File: config.mk
export PLATFORM = sky130hd
export DESIGN_NAME = opnd_bypass
export DESIGN_NICKNAME = d
export VERILOG_FILES = /design/src/rtl/opnd_bypass_pkg.sv /design/src/rtl/opnd_regfile.sv /design/src/rtl/opnd_fwd_select.sv /design/src/rtl/opnd_bypass.sv
export SDC_FILE = /design/constraint.sdc
export NUM_CORES = 2
export LEC_CHECK = 0
export BUFFER_PORTS_ARGS = -buffer_cell sky130_fd_sc_hd__buf_2
export CORE_ASPECT_RATIO = 2
export CORE_UTILIZATION = 50
export DETAILED_ROUTE_END_ITERATION = 7
export GPL_ROUTABILITY_DRIVEN = 0
export PLACE_DENSITY = 0.77
export SLEW_MARGIN = 30
export SYNTH_ARGS = -nofsm -noshare
export SYNTH_HDL_FRONTEND = slang
export SYNTH_HIERARCHICAL = 1
export SYNTH_SLANG_ARGS = --single-unit
File: constraint.sdc
create_clock -name clk -period 4.6 [get_ports clk]
set_input_delay 0.46 -clock clk [delete_from_list [all_inputs] [get_ports clk]]
set_output_delay 0.46 -clock clk [all_outputs]
set_load 0.05 [all_outputs]
File: src/rtl/opnd_bypass_pkg.sv
package opnd_bypass_pkg;
  typedef enum logic [1:0] {
    SEL_RF = 2'b00,
    SEL_MW = 2'b01,
    SEL_XM = 2'b10
  } opnd_sel_e;
endpackage

File: src/rtl/opnd_regfile.sv
module opnd_regfile #(
  parameter int XLEN = 32,
  parameter int NREG = 32,
  parameter int NRD  = 2,
  localparam int AW  = $clog2(NREG)
) (
  input  logic            clk,
  input  logic            rst_n,
  input  logic            wr_en,
  input  logic [AW-1:0]   wr_addr,
  input  logic [XLEN-1:0] wr_data,
  input  logic [AW-1:0]   rd_addr [NRD],
  output logic [XLEN-1:0] rd_data [NRD]
);
  logic [XLEN-1:0] mem_q [NREG];
  logic [NREG-1:0] ent_en;

  // per-entry clock enable; entry 0 is never written
  always_comb begin
    for (int i = 0; i < NREG; i++) begin
      ent_en[i] = wr_en && (wr_addr == AW'(i)) && (i != 0);
    end
  end

  always_ff @(posedge clk or negedge rst_n) begin
    if (!rst_n) begin
      for (int i = 0; i < NREG; i++) mem_q[i] <= '0;
    end else begin
      for (int i = 0; i < NREG; i++) begin
        if (ent_en[i]) mem_q[i] <= wr_data;
      end
    end
  end

  // read ports with same-cycle write-through
  for (genvar p = 0; p < NRD; p++) begin : g_rd
    always_comb begin
      if (rd_addr[p] == '0)
        rd_data[p] = '0;
      else if (wr_en && (wr_addr == rd_addr[p]))
        rd_data[p] = wr_data;
      else
        rd_data[p] = mem_q[rd_addr[p]];
    end
  end
endmodule

File: src/rtl/opnd_fwd_select.sv
module opnd_fwd_select
  import opnd_bypass_pkg::*;
#(
  parameter int AW = 5
) (
  input  logic      [AW-1:0] src,
  input  logic               xm_wr_en,
  input  logic               xm_load,
  input  logic      [AW-1:0] xm_rd,
  input  logic               mw_wr_en,
  input  logic      [AW-1:0] mw_rd,
  output opnd_sel_e          sel
);
  logic xm_hit;
  logic mw_hit;

  always_comb begin
    xm_hit = xm_wr_en && !xm_load && (xm_rd != '0) && (xm_rd == src);
    mw_hit = mw_wr_en && (mw_rd != '0) && (mw_rd == src);
    if (xm_hit)      sel = SEL_XM;
    else if (mw_hit) sel = SEL_MW;
    else             sel = SEL_RF;
  end
endmodule

File: src/rtl/opnd_bypass.sv
module opnd_bypass
  import opnd_bypass_pkg::*;
#(
  parameter int XLEN = 32,
  parameter int NREG = 32,
  localparam int AW  = $clog2(NREG)
) (
  input  logic            clk,
  input  logic            rst_n,
  input  logic [AW-1:0]   id_rs_a,
  input  logic [AW-1:0]   id_rs_b,
  input  logic [AW-1:0]   ex_rs_a,
  input  logic [AW-1:0]   ex_rs_b,
  input  logic [XLEN-1:0] ex_val_a,
  input  logic [XLEN-1:0] ex_val_b,
  input  logic            xm_wr_en,
  input  logic            xm_load,
  input  logic [AW-1:0]   xm_rd,
  input  logic [XLEN-1:0] xm_alu_res,
  input  logic            mw_wr_en,
  input  logic [AW-1:0]   mw_rd,
  input  logic [XLEN-1:0] mw_data,
  output logic [1:0]      id_sel_a,
  output logic [1:0]      id_sel_b,
  output logic [1:0]      ex_sel_a,
  output logic [1:0]      ex_sel_b,
  output logic [XLEN-1:0] id_opnd_a,
  output logic [XLEN-1:0] id_opnd_b,
  output logic [XLEN-1:0] ex_opnd_a,
  output logic [XLEN-1:0] ex_opnd_b
);
  localparam int NOPND = 4;   // 0,1 decode; 2,3 execute
  localparam int NID   = 2;

  logic [AW-1:0]   src   [NOPND];
  opnd_sel_e       sel   [NOPND];
  logic [XLEN-1:0] rf_rd [NID];
  logic [XLEN-1:0] latch [NID];
  logic [XLEN-1:0] opnd  [NOPND];

  assign src[0]   = id_rs_a;
  assign src[1]   = id_rs_b;
  assign src[2]   = ex_rs_a;
  assign src[3]   = ex_rs_b;
  assign latch[0] = ex_val_a;
  assign latch[1] = ex_val_b;

  opnd_regfile #(.XLEN(XLEN), .NREG(NREG), .NRD(NID)) u_rf (
    .clk     (clk),
    .rst_n   (rst_n),
    .wr_en   (mw_wr_en),
    .wr_addr (mw_rd),
    .wr_data (mw_data),
    .rd_addr (src[0:NID-1]),
    .rd_data (rf_rd)
  );

  for (genvar k = 0; k < NOPND; k++) begin : g_sel
    opnd_fwd_select #(.AW(AW)) u_sel (
      .src      (src[k]),
      .xm_wr_en (xm_wr_en),
      .xm_load  (xm_load),
      .xm_rd    (xm_rd),
      .mw_wr_en (mw_wr_en),
      .mw_rd    (mw_rd),
      .sel      (sel[k])
    );

    if (k < NID) begin : g_id
      // MW data arrives through the register file write-through path
      always_comb begin
        if (sel[k] == SEL_XM) opnd[k] = xm_alu_res;
        else                  opnd[k] = rf_rd[k];
      end
    end else begin : g_ex
      always_comb begin
        unique case (sel[k])
          SEL_XM:  opnd[k] = xm_alu_res;
          SEL_MW:  opnd[k] = mw_data;
          default: opnd[k] = latch[k-NID];
        endcase
      end
    end
  end

  assign id_sel_a  = sel[0];
  assign id_sel_b  = sel[1];
  assign ex_sel_a  = sel[2];
  assign ex_sel_b  = sel[3];
  assign id_opnd_a = opnd[0];
  assign id_opnd_b = opnd[1];
  assign ex_opnd_a = opnd[2];
  assign ex_opnd_b = opnd[3];
endmodule

## Word-level counts from Yosys, hierarchy flattened

Index checks and enable logic that the tools add are counted.

- $lt $le $gt $ge: 2
- Equality and inequality tests: 45
- Muxes and demuxes: 22
- Bitwise logic cells: 2
- Reductions and logical operators: 49

Operators with widths:

| cell | number |
|---|---|
| binary-select mux 32 bit (select 5 bit) | 2 |
| 2-to-1 mux 32 bit | 10 |
| one-hot mux 32 bit (2 select lines) | 2 |
| equality test 5 bit (second input constant) | 16 |
| logical AND 1 bit | 44 |
| equality test 5 x 4 -> 1 bit (second input constant) | 8 |
| equality test 5 bit | 8 |
| equality test 5 x 3 -> 1 bit (second input constant) | 4 |
| greater-or-equal comparator 6 bit (second input constant) | 2 |
| NOT 5 -> 6 bit | 2 |
| equality test 5 x 2 -> 1 bit (second input constant) | 2 |
| zero test 5 bit | 2 |
| nonzero test 5 bit | 2 |
| equality test 2 bit (second input constant) | 4 |
| 2-to-1 mux 2 bit | 4 |
| equality test 5 x 1 -> 1 bit (second input constant) | 1 |
| equality test 2 x 1 -> 1 bit (second input constant) | 2 |
| 2-to-1 mux 1 bit | 4 |
| zero test 1 bit | 1 |

- Register bits: 992
- Bits of input ports: 163
- Word-level logic and storage cells: 151

## Logic depth before layout (Yosys ltp)

- Depth after elaboration: 7
- Mapped depth: 10
- Depth with buffers taken out: 8

## Cells and area by module

The synthesis kept the hierarchy.

Modules (own cells, without submodules):

| module | times used | cells an instance | area each (sq um) | seq. area each (sq um) |
|---|---|---|---|---|
| opnd_regfile | 1 | 3677 | 53804.1 | 24823.8 |
| opnd_bypass | 1 | 300 | 2338.5 | 0.0 |
| opnd_fwd_select | 4 | 22 | 168.9 | 0.0 |

## Worst setup path before layout

OpenSTA, ideal clock, no wires.

- Path type: in2out
- From: input xm_rd[2]
- To: output ex_opnd_b[23]
- Arrival time: 3517 ps
- Data required time: 4140 ps
- Path slack: 623 ps
- Cell stages on the path: 9
- Path buffers: 2
- Cells stage by stage: nor4_1 o21ai_0 nor4b_4 nor3_2 inv_1 ha_1 buf_2 clkbuf_1 o21ai_0

- Longest elaborated chain between the ends: 6

Ends and longest elaborated chain:

| item | RTL line | source |
|---|---|---|
| from (decl) | opnd_bypass.sv:18 | `input logic [AW-1:0] xm_rd,` |
| nonzero test 5 bit | opnd_fwd_select.sv:18 | `xm_hit = xm_wr_en && !xm_load && (xm_rd != '0) && (xm_rd == src);` |
| logical AND 1 bit | opnd_fwd_select.sv:18 |  |
| logical AND 1 bit (*) | opnd_fwd_select.sv:18 |  |
| named net g_sel[3].u_sel.xm_hit | opnd_fwd_select.sv:14 | `logic xm_hit;` |
| 2-to-1 mux 2 bit (*) | opnd_fwd_select.sv:20 | `if (xm_hit) sel = SEL_XM;` |
| named net ex_sel_b[0] | opnd_bypass.sv:26 | `output logic [1:0] ex_sel_b,` |
| equality test 2 x 1 -> 1 bit / equality test 2 bit (equally long branches) | opnd_bypass.sv:77 | `unique case (sel[k])` |
| one-hot mux 32 bit (2 select lines) (*) | opnd_bypass.sv:77 |  |
| to (decl) | opnd_bypass.sv:30 | `output logic [XLEN-1:0] ex_opnd_b` |

Mark *: on every way through the listed nets, which the timed path passes. The rest lies on a longest branch.

## Final worst setup path

- From: input xm_rd[2]
- To: output ex_opnd_b[24]

- Longest elaborated chain between the ends: 6

Ends and longest elaborated chain:

| item | RTL line |
|---|---|
| nonzero test 5 bit | opnd_fwd_select.sv:18 |
| logical AND 1 bit | opnd_fwd_select.sv:18 |
| logical AND 1 bit (*) | opnd_fwd_select.sv:18 |
| 2-to-1 mux 2 bit (*) | opnd_fwd_select.sv:20 |
| equality test 2 x 1 -> 1 bit / equality test 2 bit (equally long branches) | opnd_bypass.sv:77 |
| one-hot mux 32 bit (2 select lines) (*) | opnd_bypass.sv:77 |

Every way passes the cells marked *; elsewhere a longest branch is shown, timed or not.

==> impl_metrics.tcl <==
set metrics [dict create \
    seq_area_frac_synth_pct 43.7 \
    reg2reg_depth 1 \
    r2r_end "u_rf/mem_q[902]$_DFFE_PN0P_" \
    leakagePower_nw 27.5 \
    clockPowerShare_pct 29.8 \
    synth_edf_count 0 \
    synth.net_count 4232 \
    slew_viol_final 0 \
    cts.htree.levels 3 \
    syn_inst 4065 \
    fin_crit_sh_pct 95.0 \
    routed_wl_um 207000 \
    grt_pass1_vias 43500 \
    status "finished clean" \
    drtIter0Drc 4576 \
    synth_mux_area_share_pct 41.5 \
    cts_tree "yes" \
    synthArstFlopShare_pct 100 \
    worstSetupEndpointType "output pin" \
    yosys.area.top_type "dfrtp_1" \
    wire_per_inst_um 35.7 \
    fmax_ghz 0.229 \
    yosys-top-cells-area "dfrtp_1 (44%), mux2_2 (22%), mux4_2 (17%)" \
    grt_pass1_wl_um 298000 \
    tns_ps 0 \
    p_sw_share_pct 30.2 \
    finClkSkew_ps 0 \
    cts_root_buf "clkbuf_16" \
    top_regs "u_rf/mem_q (992)" \
    p_comb_share_pct 25.4 \
    top_register "u_rf/mem_q" \
    synth-seq-cells 992 \
    largest_reg_flops 992 \
    netlist.area_leader.share_pct 43.7 \
    post-route-util_pct 56.3 \
    io_pins 299 \
    post_cts_buffers 0 \
    synth_xor_area_share_pct 0.647 \
    cap_violations 0 \
    port_buffers 298 \
    ys.flop_type "dfrtp_1" \
    hold_class "primary input to async pin" \
    synth-compound-area-share_pct 5.97 \
    fillCellCount 8855 \
    crit_arrival_ps 3910 \
    drc 0 \
    nets 4394 \
    crit_type "primary input to output pin" \
    cts.path.max_buffers 3 \
    ir_worst_vdd_uv 315 \
    track_usage_pct 36.4 \
    dr_total_vias 41500 \
    syn_area_per_cell_sq_um 14.0 \
    cts_buffers 86 \
    initial_core_util_pct 50.5 \
    dp_hpwl_um 132000 \
    cp_data_required_time_ps 4140 \
    reg2reg_from "u_rf/mem_q[902]$_DFFE_PN0P_" \
    synthSimpleGateAreaFrac_pct 3.94 \
    core-area_sq_mm 0.113 \
    synth_fa_ha_area_share_pct 0.0881 \
    rsz0062_at_grt "false" \
    p_int_mw 18.3 \
    hold_viol 0 \
    antenna_found_initial 21 \
    reg2reg_slack_ps 3760 \
    via_per_inst 7.15 \
    fp.dieH_um 479 \
    die_w_um 240 \
    p_per_area_mw_per_mm2 414 \
    setup.worst_path.start "xm_rd[2]" \
    seqPwrFrac_pct 44.9 \
    grt_overflow_total 0 \
    p_switching_mw 7.91 \
    cp-start-kind "primary input" \
    syn_area_sq_mm 0.0568 \
    clkSlewWorstSetupHoldPaths_ps 70 \
    synth_top_family_by_area "multiplexers" \
    antenna_left 0 \
    fin_crit_ps 4370 \
    finalSetupViolations 0 \
    yosysWarnings 6 \
    cts_resized 0 \
    area_delta_synth_final_pct 11.6 \
    tightest_slew_ps 1150 \
    grt_max_degree 113 \
    die_area_sq_mm 0.115 \
    drive_gt1_share_pct 53.7 \
    relSlewSlack_pct 23.3 \
    dr.pass1.iters 6 \
    num_rows 174 \
    insertion_delay_ps 710 \
    synthDistinctLibCells 56 \
    cts_sinks 992 \
    cp_max_fo 13 \
]
-- how the worst max path moves through the flow --
stage	cells past startpoint	slack [ps]	to
final	10	230	ex_opnd_b[24]
after floorplan	9	620	ex_opnd_b[23]
after global placement	10	490	id_opnd_b[14]
after CTS	10	520	id_opnd_b[13]
after global routing	10	210	ex_opnd_b[24]
after detailed placement	10	530	id_opnd_b[13]
-- synth_stat cells, drive strengths merged, types with 2 or more instances --
cell and number:
mux4 424, nor4 19, nand2 118, nor2b 51
nand4b 3, nor3b 14, dfrtp 992, nand3 19
or3 3, buf 266, mux2i 61, xor2 20
nand2b 13, o221ai 10, ha 4, and3b 2
nand3b 3, nor3 82, xnor2 22, a211oi 35
a32o 12, clkbuf 183, o21ai 81, a22o 14
nor2 99, mux2 1172, and2 2, a22oi 151
and3 2, a221oi 52, o41ai 14, o211ai 5
a21oi 19, o22ai 48, o311ai 22, inv 15
or2 3, nor4b 5
-- power by group through the flow --
stage	Clock, mW	Sequential (mW)	Combinational (mW)
final	7.81	11.8	6.65
after global routing	8.20	12.0	6.94
after CTS	7.86	11.7	6.57
after detailed placement	0	11.9	6.52
after global placement	0	11.7	6.35
after floorplan	0	11.3	4.86
-- critical path, stage by stage --
cell and delay, ps:
buf_2 180, nor4_1 260, o21ai_0 100, nor4b_4 160
nor3_2 390, ha_2 740, buf_4 340, a22oi_1 110
o21ai_1 740, buf_2 400
-- kinds of logic (layout without fill, tap and decap cells) --
family / Yosys count / count (layout)
simple gates: 440 / 440
buf+inv: 464 / 696
other cells: 0 / 9
xor+xnor: 42 / 42
mux: 1657 / 1657
fa+ha+maj: 4 / 4
compound gates: 466 / 466
flops: 992 / 992
-- metrics by stage --
step / worst slack (ps) / instances / instance area, sq um / total power, mW / hold WS (ps)
4_1_cts: 518 / 5793 / 63400 / 26.2 / 240
6_report: 232 / 5802 / 63400 / 26.2 / 250
2_1_floorplan: 623 / 4065 / 56800 / 16.2 / 164
3_3_place_gp: 486 / 5633 / 60400 / 18.1 / 482
3_5_place_dp: 533 / 5634 / 60400 / 18.4 / 381
5_1_grt: 214 / 5798 / 63400 / 27.1 / 269
-- area by class of cell --
class	count	area (sq um)	area share (%)
clock buffers	119	2450	3.86
clock inverters	39	515	0.813
multi-input cells	2609	29800	47.1
well taps	1496	1870	2.95
diodes	9	22.5	0.0355
repair buffers	523	3810	6.01
flip-flops and latches	992	24800	39.2
inverters	15	56.3	0.0888
-- metal layers --
metal / vias up / global-route usage [%] / part of all wire, %
li1: 16000 / - / -
met1: 21300 / 39.4 / 31
met2: 3032 / 56.2 / 46
met3: 1184 / 11.5 / 11
met4: 18 / 33.9 / 11
met5: - / 0 / 0.055
-- timing repair --
item                                   in CTS  in global routing
endpoints found under the hold margin      51                  0
hold buffers                                1                  0
setup endpoints to repair                   0                  0
-- cell usage in the layout, fill, tap and decap left out, types with 13 or more instances in the layout --
master	Yosys	routed
buf_4	40	181
buf_12	6	43
inv_1	15	15
buf_2	144	290
o311ai_1	22	22
nor2_1	99	87
xnor2_1	22	22
nand3_1	19	17
clkbuf_1	182	18
a21oi_1	19	19
nor3b_1	13	13
o21ai_0	81	79
a22o_1	14	14
nor4_1	19	17
nor3_1	78	77
clkinv_2	0	17
dfrtp_1	992	992
mux2_4	60	60
mux4_2	424	424
xor2_1	20	20
a211oi_1	35	35
a221oi_1	52	52
mux2i_1	61	61
mux2_2	1101	1101
clkbuf_8	0	14
nand2_1	118	107
o22ai_1	48	48
clkbuf_16	0	88
nor2b_1	51	47
a22oi_1	151	151
No activity file was read; power rests on OpenSTA's default activity.
